### src/rtl/wm_pkg.sv
package wm_pkg;
    localparam int NCTL  = 6;
    localparam int NRDY  = 6;
    localparam int NVEC  = 8;
    localparam int VIW   = $clog2(NVEC);
    localparam int RSW   = 3;

    typedef enum logic [1:0] {
        OP_A   = 2'd0,
        OP_AND = 2'd1,
        OP_OR  = 2'd2,
        OP_XOR = 2'd3
    } cond_op_e;

    typedef struct packed {
        logic            inc_addr;
        logic            adv_fifo;
        logic            last;
        logic [VIW-1:0]  nxt_f;
        logic [VIW-1:0]  nxt_t;
        cond_op_e        op;
        logic [RSW-1:0]  sel_b;
        logic [RSW-1:0]  sel_a;
        logic [NCTL-1:0] ctl;
    } wvec_t;

    localparam int VEC_W = $bits(wvec_t);

    typedef enum logic [1:0] {
        S_IDLE   = 2'd0,
        S_RUN    = 2'd1,
        S_FINISH = 2'd2
    } wm_state_e;
endpackage

### src/rtl/wm_vec_table.sv
module wm_vec_table import wm_pkg::*; #(
    parameter int NV = NVEC
) (
    input  logic                  clk,
    input  logic                  rst_n,
    input  logic                  wr_en,
    input  logic [$clog2(NV)-1:0] wr_idx,
    input  wvec_t                 wr_data,
    input  logic [$clog2(NV)-1:0] rd_idx,
    output wvec_t                 rd_data
);
    logic [NV-1:0][VEC_W-1:0] flat;

    for (genvar g = 0; g < NV; g++) begin : gen_ent
        wvec_t q;
        always_ff @(posedge clk or negedge rst_n) begin
            if (!rst_n)
                q <= '0;
            else if (wr_en && (wr_idx == g[$clog2(NV)-1:0]))
                q <= wr_data;
        end
        assign flat[g] = q;
    end

    assign rd_data = wvec_t'(flat[rd_idx]);
endmodule

### src/rtl/wm_cond.sv
module wm_cond import wm_pkg::*; (
    input  logic [NRDY-1:0] rdy,
    input  logic [RSW-1:0]  sel_a,
    input  logic [RSW-1:0]  sel_b,
    input  cond_op_e        op,
    output logic            hit
);
    localparam int EXTW = 1 << RSW;
    logic [EXTW-1:0] rdy_ext;
    logic a, b;

    assign rdy_ext = {{(EXTW-NRDY){1'b0}}, rdy};
    assign a = rdy_ext[sel_a];
    assign b = rdy_ext[sel_b];

    always_comb begin
        unique case (op)
            OP_A:    hit = a;
            OP_AND:  hit = a & b;
            OP_OR:   hit = a | b;
            OP_XOR:  hit = a ^ b;
            default: hit = 1'b0;
        endcase
    end
endmodule

### src/rtl/wm_txn_count.sv
module wm_txn_count #(
    parameter int CW = 32
) (
    input  logic          clk,
    input  logic          rst_n,
    input  logic          load,
    input  logic [CW-1:0] load_val,
    input  logic          dec,
    output logic          at_one
);
    logic [CW-1:0] cnt;

    always_ff @(posedge clk or negedge rst_n) begin
        if (!rst_n)
            cnt <= '0;
        else if (load)
            cnt <= load_val;
        else if (dec)
            cnt <= cnt - 1'b1;
    end

    assign at_one = (cnt == {{(CW-1){1'b0}}, 1'b1});
endmodule

### src/rtl/wm_engine.sv
module wm_engine import wm_pkg::*; #(
    parameter int CNT_W  = 32,
    parameter int ADDR_W = 9
) (
    input  logic              clk,
    input  logic              rst_n,
    input  logic              cfg_we,
    input  logic [VIW-1:0]    cfg_idx,
    input  logic [VEC_W-1:0]  cfg_word,
    input  logic              start,
    input  logic              start_dir,
    input  logic [CNT_W-1:0]  count_in,
    input  logic [ADDR_W-1:0] addr_in,
    input  logic [NRDY-1:0]   rdy_in,
    input  logic              fifo_full,
    input  logic              fifo_empty,
    output logic [NCTL-1:0]   ctl_out,
    output logic [ADDR_W-1:0] addr_out,
    output logic              fifo_rd,
    output logic              fifo_wr,
    output logic              busy,
    output logic              done
);
    wm_state_e         st, st_nx;
    logic [VIW-1:0]    pc, pc_nx;
    logic              dir_q;
    logic [ADDR_W-1:0] addr_q;
    wvec_t             cur;
    logic              cond, stall, take, fin_txn, last_txn;
    logic              idle_start;

    assign idle_start = (st == S_IDLE) && start;

    wm_vec_table #(.NV(NVEC)) u_tab (
        .clk     (clk),
        .rst_n   (rst_n),
        .wr_en   (cfg_we && (st == S_IDLE)),
        .wr_idx  (cfg_idx),
        .wr_data (wvec_t'(cfg_word)),
        .rd_idx  (pc),
        .rd_data (cur)
    );

    wm_cond u_cond (
        .rdy   (rdy_in),
        .sel_a (cur.sel_a),
        .sel_b (cur.sel_b),
        .op    (cur.op),
        .hit   (cond)
    );

    assign stall   = cur.adv_fifo && (dir_q ? fifo_full : fifo_empty);
    assign take    = (st == S_RUN) && !stall && cond;
    assign fin_txn = take && cur.last;

    wm_txn_count #(.CW(CNT_W)) u_cnt (
        .clk      (clk),
        .rst_n    (rst_n),
        .load     (idle_start),
        .load_val (count_in),
        .dec      (fin_txn),
        .at_one   (last_txn)
    );

    // next state and next vector index
    always_comb begin
        st_nx = st;
        pc_nx = pc;
        unique case (st)
            S_IDLE: begin
                if (start) begin
                    pc_nx = '0;
                    st_nx = (count_in == '0) ? S_FINISH : S_RUN;
                end
            end
            S_RUN: begin
                if (!stall) begin
                    if (cond) begin
                        if (cur.last) begin
                            pc_nx = '0;
                            if (last_txn)
                                st_nx = S_FINISH;
                        end else begin
                            pc_nx = cur.nxt_t;
                        end
                    end else begin
                        pc_nx = cur.nxt_f;
                    end
                end
            end
            S_FINISH: st_nx = S_IDLE;
            default:  st_nx = S_IDLE;
        endcase
    end

    // state register
    always_ff @(posedge clk or negedge rst_n) begin
        if (!rst_n) begin
            st     <= S_IDLE;
            pc     <= '0;
            dir_q  <= 1'b0;
            addr_q <= '0;
        end else begin
            st <= st_nx;
            pc <= pc_nx;
            if (idle_start) begin
                dir_q  <= start_dir;
                addr_q <= addr_in;
            end else if (take && cur.inc_addr) begin
                addr_q <= addr_q + 1'b1;
            end
        end
    end

    // outputs
    always_comb begin
        ctl_out = '0;
        busy    = 1'b0;
        done    = 1'b0;
        fifo_rd = 1'b0;
        fifo_wr = 1'b0;
        unique case (st)
            S_IDLE: ;
            S_RUN: begin
                busy    = 1'b1;
                ctl_out = cur.ctl;
                fifo_rd = take && cur.adv_fifo && !dir_q;
                fifo_wr = take && cur.adv_fifo &&  dir_q;
            end
            S_FINISH: done = 1'b1;
            default: ;
        endcase
    end

    assign addr_out = addr_q;
endmodule

### config.mk
export PLATFORM = sky130hd
export DESIGN_NAME = wm_engine
export DESIGN_NICKNAME = d
export VERILOG_FILES = /design/src/rtl/wm_pkg.sv /design/src/rtl/wm_vec_table.sv /design/src/rtl/wm_cond.sv /design/src/rtl/wm_txn_count.sv /design/src/rtl/wm_engine.sv
export SDC_FILE = /design/constraint.sdc
export NUM_CORES = 1
export LEC_CHECK = 0
export ABC_AREA = 1
export BUFFER_PORTS_ARGS = -buffer_cell sky130_fd_sc_hd__buf_2
export CAP_MARGIN = 5
export CORE_MARGIN = 2
export CORE_UTILIZATION = 45
export CTS_CLUSTER_SIZE = 8
export DETAILED_ROUTE_END_ITERATION = 7
export GPL_ROUTABILITY_DRIVEN = 0
export GPL_TIMING_DRIVEN = 0
export PLACE_DENSITY = 0.65
export SLEW_MARGIN = 0
export SYNTH_ARGS = -nofsm -noshare
export SYNTH_HDL_FRONTEND = slang
export SYNTH_SLANG_ARGS = --single-unit
### constraint.sdc
create_clock -name clk -period 2.8 [get_ports clk]
set_input_delay 0 -clock clk [delete_from_list [all_inputs] [get_ports clk]]
set_output_delay 0 -clock clk [all_outputs]
set_load 0.05 [all_outputs]
==> results.toml <==
[cells_and_area]
synthToLayoutAreaGrowth_pct = 26.40
final_common_cell = "nand2_1"
final_cell_mix = "nand2_1, o21ai_0, dfrtp_1"
fin_cells = 2128
final_nets = 1875
drive_above_1_share_pct = 13.84
final_util_pct = 57.59

[sta]
worst_pin_slew_ns = 1.328
tns_ns = -19.44
fin_ws_ns = -0.5358
hold_viol_final = 0
rsz0062_at_grt = "yes"
max_clock_freq_mhz = 299.8
fin_crit_ns = 3.336
finalCritPeriodShare_pct = 119.1
maxSlewViolCount = 0
final.setup_skew_ns = 0.01897
setup_viol = 48
max-slew-margin-rel_pct = 11.12

[synthesis]
syn_area_per_cell_um2 = 7.543
synth_top_area_share_pct = 48.97
synth_cells = 1565
yosys.area_share.xor_xnor_pct = 0.6677
synth_top_family_by_area = "simple AND/OR/NAND/NOR gates"
ys_ff_latch = 231
yosys.area.top_type = "dfrtp_1"
synthMuxAreaShare_pct = 0
synth_compound_area_share_pct = 17.84
yosys_warnings = 0
yosys.area_share.adder_pct = 0.5299
yosysUniqueCellTypes = 40
netlist_area_um2 = 11810
seq_area_frac_synth_pct = 48.97
synthTopCellsByArea = "dfrtp_1, nand2_1, o21ai_0"
syn-num-nets = 1650
synth-simple-area-share_pct = 24.50

[route]
wl_met3_um = 3498
drt_pass1_iterations = 6
dr_wl_met2_um = 18860
drt-wirelength-per-cell_um = 19.46
drtAntennaViolNets = 0
wl_um = 41400
routed_via_density = 5.684
m1WireLength_um = 17650
dr.max_layer_used = "met4"
drtIter0Drc = 1244
drc_errors = 0
vias = 12100

[floorplan]
dieWidth_um = 166.0
coreArea_um2 = 25910
pin_count = 99
die_h_um = 166.0
rows = 59
start_util_pct = 45.56
die_area_um2 = 27540

[placed_design]
port_buffers = 97
place_ws_ns = -1.101
dpl.hpwl_um = 26740
place_inst = 1998

[worst_setup_path]
worstPathMaxFanout = 10
cp.arrival_ns = 3.34
crit_type = "flip-flop to primary output"
crit_path_end_kind = "primary output"
r2r-start = "pc[0]$_DFFE_PN0P_"
startpoint_type = "flip-flop"
critPathLaunch = "pc[0]$_DFFE_PN0P_"
required_ns = 2.80
r2r_cells = 19

[clock_network]
htree_levels = 2
root_buffer = "clkbuf_16"
cts_buffer_depth = 3
numClockSinks = 231
numCtsBuffers = 34
clkTransAtPathRegs_ns = 0.05
cts_tree = "yes"
clk_latency_ns = 0.52

[power]
total_power_mw = 17.89
leakagePower_nw = 7.227
peakVddDrop_uv = 793.3
power_density_nw_per_um2 = 1199

[global_route]
grt_pass1_wl_um = 64980
grt_usage_pct = 29.87
antenna_found_initial = 1
grt_pass1_vias = 11600
grt_overflow = 0
grt_max_degree = 122

[hold_path]
whs_path_depth = 5
worstHoldStart = "cfg_idx[0]"
hp-class = "primary input to flip-flop"

[outcome]
status = "finished, violations left"
violations = "negative setup slack"

[job]
cap_violations = 0
[layout make-up]
| class | count | area (µm²) |
|---|---|---|
| Clock inverter | 2 | 28.78 |
| Timing Repair Buffer | 190 | 1456 |
| Antenna cell | 1 | 2.502 |
| Fill cell | 2351 | 10990 |
| Inverter | 124 | 467.9 |
| Buffer | 86 | 606.8 |
| Multi-Input combinational cell | 1123 | 5280 |
| Tap cell | 335 | 419.2 |
| Sequential cell | 231 | 5781 |
| Clock buffer | 36 | 879.6 |
[critical path: stages (launching register included)]
cell and delay (ns):
dfrtp_1 0.42, buf_6 0.14, buf_8 0.12, buf_8 0.13
buf_8 0.14, buf_8 0.14, a21oi_2 0.12, o21ai_1 0.09
a32oi_2 0.17, buf_4 0.17, o21ai_2 0.07, ha_1 0.26
nand3b_1 0.11, nand3_2 0.10, nand2_4 0.09, nand4_1 0.19
nor2_1 0.19, buf_6 0.18
[what timing repair did]
| item | 4_1_cts | 5_1_grt |
|---|---|---|
| endpoints found under the hold margin | 338 | 0 |
| pin swaps | 13 | 11 |
| setup buffers | 17 | 5 |
| cloned | 2 | 0 |
| resized for setup | 84 | 39 |
| endpoints found under the setup margin | 100 | 93 |
| hold buffers | 68 | 0 |
[routing by layer]
| metal | global-route usage [%] | vias up |
|---|---|---|
| met1 | 42.24 | 5796 |
| met3 | 4.004 | 110 |
| met4 | 10.74 | 0 |
| met5 | 0 | - |
| met2 | 47.38 | 573 |
| li1 | - | 5617 |
[cell usage after synthesis, drive strengths merged]
library cell	n
o221ai	1
nand2	453
xor2	4
ha	5
inv	123
clkinv	1
or2	3
o211ai	1
a221oi	3
dfrtp	231
a32oi	1
o21a	2
nor4	14
nor3	9
a31oi	19
nor2	120
xnor2	5
a21oi	65
o21ai	303
buf	37
o21bai	1
nand3b	2
a22o	1
a32o	1
nand3	83
nor3b	3
o22ai	7
clkbuf	50
nand4	17
[registers in the layout, indices dropped and copies added, names as in the netlist]
register,flops
u_tab.flat,184
u_cnt.cnt,32
addr_out,9
pc,3
st,2
dir_q,1
[report_power, final]
group,leakage [nW],internal (mW),switching (mW)
Sequential,2.90,4.94,0.994
Combinational,3.88,3.03,5.24
Clock,0.447,2.21,1.48
Total,7.23,10.2,7.71
[worst paths after layout]
path | end | slack [ns]
worst max-delay path | fifo_rd | -0.54
worst min-delay path | u_tab.flat[137]$_DFFE_PN0P_ | 0.04
worst max register to register | addr_out[5]$_DFFE_PN0P_ | -0.47
worst min register to register | u_tab.flat[36]$_DFFE_PN0P_ | 0.48
max in group asynchronous | u_tab.flat[71]$_DFFE_PN0P_ | 1.52
min in group asynchronous | u_tab.flat[83]$_DFFE_PN0P_ | 0.18
[kinds of logic (layout without fill, tap and decap cells)]
family / after synthesis / in the layout
adders and majority gates: 5 / 5
other: 0 / 1
xor gates and xnor gates: 9 / 9
DFF: 231 / 231
and+or+nand+nor: 704 / 704
buffers and inverters: 211 / 438
AOI/OAI and AO/OA: 405 / 405
[per-stage QoR]
| step | hold slack (ns) | instance area [µm²] |
|---|---|---|
| finish | 0.04243 | 14920 |
| global route | 0.09088 | 14920 |
| CTS | 0.05547 | 14770 |
| detailed placement | 0.1494 | 12750 |
| global placement | 0.2377 | 12710 |
| floorplan | -0.2956 | 11810 |
No activity file was read; power rests on OpenSTA's default activity.
